`config.mk`:
```
export PLATFORM = sky130hd
export DESIGN_NAME = lane_lp_decoder
export DESIGN_NICKNAME = d
export VERILOG_FILES = /design/src/rtl/lpd_pkg.sv /design/src/rtl/lpd_glitch_filter.sv /design/src/rtl/lpd_seq_fsm.sv /design/src/rtl/lane_lp_decoder.sv
export SDC_FILE = /design/constraint.sdc
export NUM_CORES = 1
export LEC_CHECK = 0
export BUFFER_PORTS_ARGS = -buffer_cell sky130_fd_sc_hd__buf_2
export CAP_MARGIN = 40
export CORE_AREA = 2 2 77 79
export DETAILED_ROUTE_END_ITERATION = 8
export DIE_AREA = 0 0 79 81
export SETUP_SLACK_MARGIN = 0.4
export SYNTH_ARGS = -nofsm -noshare
export SYNTH_HDL_FRONTEND = slang
export SYNTH_SLANG_ARGS = --single-unit
```
`constraint.sdc`:
```
create_clock -name clk -period 5 [get_ports clk]
set_input_delay 0 -clock clk [delete_from_list [all_inputs] [get_ports clk]]
set_output_delay 0 -clock clk [all_outputs]
set_load 0.1 [all_outputs]
```
`src/rtl/lpd_pkg.sv`:
```
package lpd_pkg;
   typedef enum logic [2:0] {
      MODE_INIT = 3'd0,
      MODE_STOP = 3'd1,
      MODE_HS   = 3'd2,
      MODE_ESC  = 3'd3,
      MODE_TURN = 3'd4,
      MODE_ULP  = 3'd5
   } lane_mode_e;

   localparam logic [1:0] LVL_00 = 2'b00;
   localparam logic [1:0] LVL_01 = 2'b01;
   localparam logic [1:0] LVL_10 = 2'b10;
   localparam logic [1:0] LVL_11 = 2'b11;
endpackage

```
`src/rtl/lpd_glitch_filter.sv`:
```
module lpd_glitch_filter #(
   parameter int STABLE = 3
) (
   input  logic       clk,
   input  logic       rst_n,
   input  logic [1:0] raw_i,
   output logic [1:0] lvl_o,
   output logic       chg_o
);
   localparam int CW = (STABLE < 2) ? 1 : $clog2(STABLE + 1);
   localparam logic [CW-1:0] LAST = CW'(STABLE - 1);

   logic [1:0]    cand_q, acc_q;
   logic [CW-1:0] run_q;
   logic          chg_q;

   always_ff @(posedge clk) begin
      if (!rst_n) begin
         cand_q <= 2'b00;
         acc_q  <= 2'b00;
         run_q  <= '0;
         chg_q  <= 1'b0;
      end else begin
         chg_q <= 1'b0;
         if (raw_i != cand_q) begin
            cand_q <= raw_i;
            run_q  <= '0;
         end else if (run_q != LAST) begin
            run_q <= run_q + 1'b1;
         end else if (acc_q != cand_q) begin
            acc_q <= cand_q;
            chg_q <= 1'b1;
         end
      end
   end

   assign lvl_o = acc_q;
   assign chg_o = chg_q;

   // an accepted level was present on the raw input at the accepting edge
   p_accept_held_r3 : assert property (@(posedge clk) disable iff (!rst_n)
      (acc_q != $past(acc_q)) |-> (acc_q == $past(raw_i) && acc_q == $past(cand_q)));
endmodule

```
`src/rtl/lpd_seq_fsm.sv`:
```
module lpd_seq_fsm
   import lpd_pkg::*;
#(
   parameter bit IS_CLK_LANE = 1'b0,
   parameter int INIT_CYC    = 2000,
   parameter int WAKE_CYC    = 20000
) (
   input  logic       clk,
   input  logic       rst_n,
   input  logic [1:0] lvl_i,
   input  logic       chg_i,
   output lane_mode_e mode_o,
   output logic       hs_o,
   output logic       esc_o,
   output logic       bta_o,
   output logic       ulp_o,
   output logic       err_o
);
   localparam int CNT_MAX = (INIT_CYC > WAKE_CYC) ? INIT_CYC : WAKE_CYC;
   localparam int CW      = $clog2(CNT_MAX + 1);
   localparam logic [CW-1:0] INIT_LAST = CW'(INIT_CYC - 1);
   localparam logic [CW-1:0] WAKE_MIN  = CW'(WAKE_CYC);
   localparam logic [CW-1:0] SAT       = CW'(CNT_MAX);

   typedef enum logic [3:0] {
      ST_INIT, ST_STOP, ST_H1, ST_E1, ST_E2, ST_E3, ST_T3,
      ST_HS, ST_ESC, ST_TA, ST_ULP, ST_WAKE, ST_WAIT
   } seq_st_e;

   seq_st_e       st_q, st_n;
   logic [1:0]    prev_q;
   logic [CW-1:0] cnt_q;
   logic          hs_n, esc_n, bta_n, ulp_n, err_n;
   logic          e1_to_ulp;
   lane_mode_e    mode_q, mode_n;

   generate
      if (IS_CLK_LANE) begin : g_clk_lane
         assign e1_to_ulp = 1'b1;
      end else begin : g_data_lane
         assign e1_to_ulp = 1'b0;
      end
   endgenerate

   always_comb begin
      st_n  = st_q;
      hs_n  = 1'b0;
      esc_n = 1'b0;
      bta_n = 1'b0;
      ulp_n = 1'b0;
      err_n = 1'b0;
      case (st_q)
         ST_INIT: if (lvl_i == LVL_11 && cnt_q >= INIT_LAST) st_n = ST_STOP;
         ST_STOP: if (chg_i) begin
            if (lvl_i == LVL_01)      st_n = ST_H1;
            else if (lvl_i == LVL_10) st_n = ST_E1;
            else begin err_n = 1'b1; st_n = ST_WAIT; end
         end
         ST_H1: if (chg_i) begin
            if (lvl_i == LVL_00) begin st_n = ST_HS; hs_n = 1'b1; end
            else begin err_n = 1'b1; st_n = (lvl_i == LVL_11) ? ST_STOP : ST_WAIT; end
         end
         ST_E1: if (chg_i) begin
            if (lvl_i == LVL_00) begin
               if (e1_to_ulp) begin st_n = ST_ULP; ulp_n = 1'b1; end
               else st_n = ST_E2;
            end else begin err_n = 1'b1; st_n = (lvl_i == LVL_11) ? ST_STOP : ST_WAIT; end
         end
         ST_E2: if (chg_i) begin
            if (lvl_i == LVL_01)      st_n = ST_E3;
            else if (lvl_i == LVL_10) st_n = ST_T3;
            else begin err_n = 1'b1; st_n = (lvl_i == LVL_11) ? ST_STOP : ST_WAIT; end
         end
         ST_E3: if (chg_i) begin
            if (lvl_i == LVL_00) begin st_n = ST_ESC; esc_n = 1'b1; end
            else begin err_n = 1'b1; st_n = (lvl_i == LVL_11) ? ST_STOP : ST_WAIT; end
         end
         ST_T3: if (chg_i) begin
            if (lvl_i == LVL_00) begin st_n = ST_TA; bta_n = 1'b1; end
            else begin err_n = 1'b1; st_n = (lvl_i == LVL_11) ? ST_STOP : ST_WAIT; end
         end
         ST_HS, ST_TA, ST_WAIT: if (chg_i && lvl_i == LVL_11) st_n = ST_STOP;
         ST_ESC: if (chg_i && lvl_i == LVL_11) begin
            st_n  = ST_STOP;
            err_n = (prev_q != LVL_10);
         end
         ST_ULP: if (chg_i) begin
            if (lvl_i == LVL_10) st_n = ST_WAKE;
            else if (lvl_i == LVL_11) begin err_n = 1'b1; st_n = ST_STOP; end
         end
         ST_WAKE: if (chg_i) begin
            if (lvl_i == LVL_11) begin
               st_n  = ST_STOP;
               err_n = (cnt_q < WAKE_MIN);
            end else if (lvl_i == LVL_00) st_n = ST_ULP;
         end
         default: st_n = ST_WAIT;
      endcase
   end

   always_comb begin
      case (st_n)
         ST_INIT:         mode_n = MODE_INIT;
         ST_HS:           mode_n = MODE_HS;
         ST_ESC:          mode_n = MODE_ESC;
         ST_TA:           mode_n = MODE_TURN;
         ST_ULP, ST_WAKE: mode_n = MODE_ULP;
         default:         mode_n = MODE_STOP;
      endcase
   end

   always_ff @(posedge clk) begin
      if (!rst_n) begin
         st_q   <= ST_INIT;
         mode_q <= MODE_INIT;
         prev_q <= LVL_00;
         cnt_q  <= '0;
         hs_o   <= 1'b0;
         esc_o  <= 1'b0;
         bta_o  <= 1'b0;
         ulp_o  <= 1'b0;
         err_o  <= 1'b0;
      end else begin
         st_q   <= st_n;
         mode_q <= mode_n;
         prev_q <= lvl_i;
         hs_o   <= hs_n;
         esc_o  <= esc_n;
         bta_o  <= bta_n;
         ulp_o  <= ulp_n;
         err_o  <= err_n;
         if ((st_q == ST_INIT && lvl_i == LVL_11) || st_q == ST_WAKE)
            cnt_q <= (cnt_q == SAT) ? cnt_q : cnt_q + 1'b1;
         else
            cnt_q <= '0;
      end
   end

   assign mode_o = mode_q;

   // init is left only towards stop
   p_init_to_stop_r2 : assert property (@(posedge clk) disable iff (!rst_n)
      ($past(mode_q) == MODE_INIT && mode_q != MODE_INIT) |-> mode_q == MODE_STOP);
   // high-speed mode ends only after idle level was accepted
   p_hs_exit_idle_r4 : assert property (@(posedge clk) disable iff (!rst_n)
      ($past(mode_q) == MODE_HS && mode_q != MODE_HS) |-> $past(lvl_i) == LVL_11);
   // error pulses last one cycle
   p_err_single_r7 : assert property (@(posedge clk) disable iff (!rst_n)
      err_o |=> !err_o);
   // at most one request pulse per cycle, ULP only on a clock lane
   p_req_onehot_r9 : assert property (@(posedge clk) disable iff (!rst_n)
      $onehot0({hs_o, esc_o, bta_o, ulp_o}) && (IS_CLK_LANE || !ulp_o));
endmodule

```
`src/rtl/lane_lp_decoder.sv`:
```
module lane_lp_decoder
   import lpd_pkg::*;
#(
   parameter bit IS_CLK_LANE = 1'b0,
   parameter int STABLE      = 3,
   parameter int INIT_CYC    = 2000,
   parameter int WAKE_CYC    = 20000
) (
   input  logic       clk,
   input  logic       rst_n,
   input  logic       line_p,
   input  logic       line_n,
   output logic [2:0] mode_o,
   output logic       hs_req_o,
   output logic       esc_req_o,
   output logic       turn_req_o,
   output logic       ulp_req_o,
   output logic       seq_err_o
);
   generate
      if (STABLE < 1) begin : g_bad_stable
         $error("STABLE must be at least 1");
      end
      if (INIT_CYC < 1 || WAKE_CYC < 1) begin : g_bad_timer
         $error("INIT_CYC and WAKE_CYC must be at least 1");
      end
   endgenerate

   logic [1:0] lvl;
   logic       chg;
   lane_mode_e mode;

   lpd_glitch_filter #(.STABLE(STABLE)) u_filter (
      .clk   (clk),
      .rst_n (rst_n),
      .raw_i ({line_p, line_n}),
      .lvl_o (lvl),
      .chg_o (chg)
   );

   lpd_seq_fsm #(
      .IS_CLK_LANE (IS_CLK_LANE),
      .INIT_CYC    (INIT_CYC),
      .WAKE_CYC    (WAKE_CYC)
   ) u_fsm (
      .clk    (clk),
      .rst_n  (rst_n),
      .lvl_i  (lvl),
      .chg_i  (chg),
      .mode_o (mode),
      .hs_o   (hs_req_o),
      .esc_o  (esc_req_o),
      .bta_o  (turn_req_o),
      .ulp_o  (ulp_req_o),
      .err_o  (seq_err_o)
   );

   assign mode_o = mode;
endmodule

```
Word-level counts from Yosys, hierarchy flattened. Index checks and enable logic that the tools add are counted. Widths: inputs -> output; s select.

Bits in registers: 35. Input bits: 4.

Add/subtract/negate cells: 2. Order comparisons: 2. Eq/ne operators: 25. Muxes and demuxes: 40. Bitwise logic cells: 3. Reduce and logical (&&, ||, !) cells: 18.

Operators with widths (number): $mux 4 (23); $pmux 4 s10 (1); $eq 4x4->1 const B (9); $eq 4x3->1 const B (5); $add 15x1->15 const B (1); $eq 15x15->1 const B (1); $ge 15x11->1 const B (1); $lt 15x15->1 const B (1); $pmux 3 s5 (1); $mux 1 (14); $eq 4x2->1 const B (2); $logic_not 4->1 (2); $reduce_and 2->1 (4); $reduce_or 4->1 (2); $reduce_or 2->1 (3); $pmux 1 s5 (1); $eq 2x2->1 const B (2); $eq 4x1->1 const B (1); $ne 2x2->1 (2); $ne 2x2->1 const B (2); $logic_and 1x1->1 (3); $not 1->1 (3); $reduce_and 3->1 (1); $reduce_or 3->1 (1); other kinds (4) (4).

Longest topological paths before layout.
Word-level depth: 9. Mapped depth: 8.

Modules after synthesis. Synthesis repeated with hierarchy kept, for this count alone.

Cell total of the unflattened synthesis: 257. Area, all modules: 2115.8 um^2.

Modules (own cells, without submodules): lpd_seq_fsm (times used 1, cells an instance 226, area each 1813.0 um^2, sequential area each 560.5 um^2); lpd_glitch_filter (times used 1, cells an instance 31, area each 302.8 um^2, sequential area each 140.1 um^2).

Worst setup path after synthesis. Ideal clock, no wire load.

Kind: register to register. Start point: register u_filter.acc_q[0] (netlist: u_filter.lvl_o[0]). End point: register u_fsm.mode_q[0] (netlist: u_fsm.mode_o[0]). Arrival time: 2.136 ns. Data required time: 4.878 ns. Path slack: 2.742 ns. Cell stages (with the launch flop): 9. Buffers on the path: 0. Period minus slack after synthesis: 2.258 ns. Cells stage by stage: dfxtp_1 > inv_1 > ha_1 > nor2b_1 > o311ai_1 > a221oi_1 > o2111ai_1 > o41a_1 > o311a_1.

Longest elaborated chain between the ends: 9.

Ends and longest elaborated chain: from (decl) (line lpd_glitch_filter.sv:13) `logic [1:0] cand_q, acc_q;`; from (signal assigned) (line lpd_glitch_filter.sv:31) `acc_q <= cand_q;`; $eq 2x2->1; $mux 4; $mux 4 (line lpd_seq_fsm.sv:71) `else if (lvl_i == LVL_10) st_n = ST_T3;`; $mux 4 (line lpd_seq_fsm.sv:70) `if (lvl_i == LVL_01) st_n = ST_E3;`; $mux 4 (line lpd_seq_fsm.sv:69) `ST_E2: if (chg_i) begin`; $pmux 4 s10 (*) (line lpd_seq_fsm.sv:52) `case (st_q)`; $eq 4x4->1 (line lpd_seq_fsm.sv:102) `case (st_n)`; $reduce_or 2->1 (line lpd_seq_fsm.sv:102); $pmux 3 s5 (*) (line lpd_seq_fsm.sv:102); to (signal assigned) (line lpd_seq_fsm.sv:125) `mode_q <= mode_n;`; to (decl) (line lpd_seq_fsm.sv:35) `lane_mode_e mode_q, mode_n;`.

Mark *: on every way between the ends. The rest lies on a longest branch, timed or not. A chain may end at the register's enable or synchronous reset.

Worst setup path in the final report.
Start point: register u_filter.acc_q[1] (netlist: u_filter.lvl_o[1]). End point: register u_fsm.mode_q[0] (netlist: u_fsm.mode_o[0]).

The elaborated chain is that of the path after synthesis.

==> results.json <==
{
  "status": "completed",
  "grt-ovfl-total": 0,
  "placeableCoreArea_mm2": 0.00568,
  "portBuffers": 10,
  "clk_path_buf_depth": 2,
  "grt_pass1_wl_um": 7690,
  "num_rows": 28,
  "top_usage_layer": "met2",
  "worstPathRequired_ps": 5180,
  "path_class": "reg -> reg",
  "cts_setup_buffers": 0,
  "setup_viol": 0,
  "dp_hpwl_um": 3090,
  "n_antenna_cell": 0,
  "cts_tree": "built",
  "final_cell_mix": "nor2_1, dfxtp_1, nand2_1",
  "ys_seq_elements": 35,
  "placed_cell_area_mm2": 0.00220,
  "seq_area_frac_synth_pct": 32.6,
  "min_period_ps": 2580,
  "wl_um": 4350,
  "grt_util_met1_pct": 19.6,
  "vias": 1783,
  "p_leak_nw": 0.813,
  "clock_skew_ps": 7.71,
  "drc": 0,
  "dieWidth_um": 79,
  "clkLatencyLatePin_ps": 280,
  "grt_max_degree": 25,
  "path_clk_slew_ps": 70,
  "syn_nets": 271,
  "ys_warn_count": 0,
  "ir_drop_mv": 0.161,
  "clock_sinks": 35,
  "grt_usage_pct": 15.2,
  "synthCells": 259,
  "drtAntennaViolNets": 0,
  "gp_congestion": 0.895,
  "root_buffer": "clkbuf_8",
  "startpoint_type": "register",
  "antenna_found_initial": 0,
  "drv_slew": 0,
  "vias_per_cell": 5.26,
  "crit_path_end_kind": "register",
  "cts_resized": 0,
  "detail_route.wl_per_cell_um": 12.8,
  "grt_pass1_vias": 1665,
  "synthesis.area_mm2": 0.00215,
  "relSlewSlack_pct": 46.5,
  "synth_edf_count": 0,
  "tns_ps": 0,
  "cts_max_level": 2,
  "yosys_most_used_dff": "dfxtp_1",
  "rsz0062_at_grt": "no",
  "syn_area_per_cell_um2": 8.30,
  "netlist-cell-type-count": 62,
  "ctsHoldBuffers": 2,
  "final_area_mm2": 0.00230,
  "layout-drive-gt1-share_pct": 9.85,
  "cts_buffers": 5,
  "arrival_ps": 2760,
  "p_per_area_mw_per_mm2": 214,
  "ys_async_sr_fraction_pct": 0,
  "worstPathMaxFanout": 9,
  "die_area_mm2": 0.00640,
  "min_path_type": "in -> reg",
  "cap_viol_max_count": 0,
  "fin_crit_sh_pct": 51.7,
  "syn2layout_area_growth_pct": 6.81,
  "ios": 12,
  "met3_usage_pct": 3.67,
  "worst_pin_slew_ps": 802,
  "fp.dieH_um": 81,
  "fin_nets": 275,
  "fmax_mhz": 387,
  "first_pass_iters": 4,
  "drt_iter0_drc": 75,
  "met2_usage_pct": 24.5,
  "final_hold_viol_count": 0,
  "start_util_pct": 37.9
}
-- report_power, final --
group	leakage, nW	total [mW]	switching (mW)	internal [mW]
Sequential	0.282	0.282	0.00155	0.280
Combinational	0.488	0.0147	0.00900	0.00574
Clock	0.0422	0.195	0.0973	0.0977
-- through the flow --
stage	utilization [%]	setup WS, ps	cells	hold WS [ps]	power (mW)
after detailed placement	38.7	2450	329	231	0.302
final	40.5	2420	339	128	0.492
after global routing	40.5	2140	339	138	0.517
after global placement	38.7	2520	329	231	0.302
after CTS	40.5	2430	339	114	0.502
after floorplan	-	2740	259	122	0.300
-- critical path, stage by stage (launching register included) --
cell and delay (ps):
dfxtp_1 500, inv_1 130, ha_1 410, nor2b_1 200, o311ai_1 120, a221oi_1 470
o2111ai_1 180, o41a_1 330, o311a_1 130
-- state kept, by name, summed over array words and instances (netlist names) --
signal / count
u_filter.lvl_o: 2
u_filter.chg_o: 1
u_filter.run_q: 2
u_fsm.esc_o: 1
u_fsm.prev_q: 2
u_fsm.cnt_q: 15
u_filter.cand_q: 2
u_fsm.st_q: 4
u_fsm.mode_o: 3
u_fsm.hs_o: 1
u_fsm.bta_o: 1
u_fsm.err_o: 1
-- metal layers --
layer  up-vias  part of all wire, %
li1        925                    -
met1       810                   48
met2        44                   46
met3         4                  4.6
met4         0                  1.3
met5         -                    0
-- final cells by class --
cell class                      count  area (µm²)
Clock inverter                      1        5.00
Multi-Input combinational cell    196        1300
Clock buffer                        7        76.3
Tap cell                           75        93.8
Sequential cell                    35         701
Timing Repair Buffer               12        70.1
Fill cell                         600        3380
Inverter                           13        48.8
-- synth_stat cells (2+ instances only) --
library cell | count | area [µm²]
dfxtp_1 | 35 | 701
nor2_1 | 35 | 131
nand2_1 | 18 | 67.6
xor2_1 | 12 | 105
inv_1 | 11 | 41.3
nor2b_1 | 10 | 62.6
o21ai_0 | 9 | 45.0
a21oi_1 | 8 | 40.0
ha_1 | 8 | 100
and2_1 | 7 | 43.8
buf_2 | 7 | 35.0
nand3_1 | 7 | 35.0
nor3_1 | 6 | 30.0
xnor2_1 | 6 | 52.6
nor4_1 | 4 | 25.0
o211ai_1 | 4 | 30.0
a21o_1 | 3 | 22.5
a311oi_1 | 3 | 26.3
and3_1 | 3 | 18.8
buf_4 | 3 | 22.5
buf_6 | 3 | 33.8
nand2b_1 | 3 | 18.8
nand4_1 | 3 | 18.8
o2111ai_1 | 3 | 26.3
a32oi_1 | 2 | 17.5
and4b_1 | 2 | 20.0
clkbuf_1 | 2 | 7.51
inv_2 | 2 | 7.51
mux2i_1 | 2 | 20.0
o21a_1 | 2 | 15.0
o21ai_1 | 2 | 10.0
o311ai_0 | 2 | 17.5
o31ai_1 | 2 | 15.0
or4_1 | 2 | 15.0
-- cell families (layout without fill, tap and decap cells) --
family | count (synthesis) | count (layout) | share of synthesized area [%]
other cells | 1 | 1 | 0.174
flops | 35 | 35 | 32.6
compound gates | 56 | 56 | 19.3
buf+inv | 28 | 33 | 6.86
mux | 3 | 3 | 1.45
xor+xnor | 18 | 18 | 7.33
simple gates | 110 | 110 | 27.7
fa+ha+maj | 8 | 8 | 4.65
-- worst paths after layout --
| kind | startpoint | end | slack, ps | depth (start not counted) |
|---|---|---|---|---|
| setup / recovery | u_filter.lvl_o[1] | u_fsm.mode_o[0] | 2420 | 8 |
| hold / removal | rst_n | u_fsm.st_q[2] | 130 | 2 |
| setup reg to reg | u_filter.lvl_o[1] | u_fsm.mode_o[0] | 2420 | 8 |
| hold reg to reg | u_filter.run_q[1] | u_filter.run_q[1] | 490 | 2 |
Power figures use the tool's default switching activity.
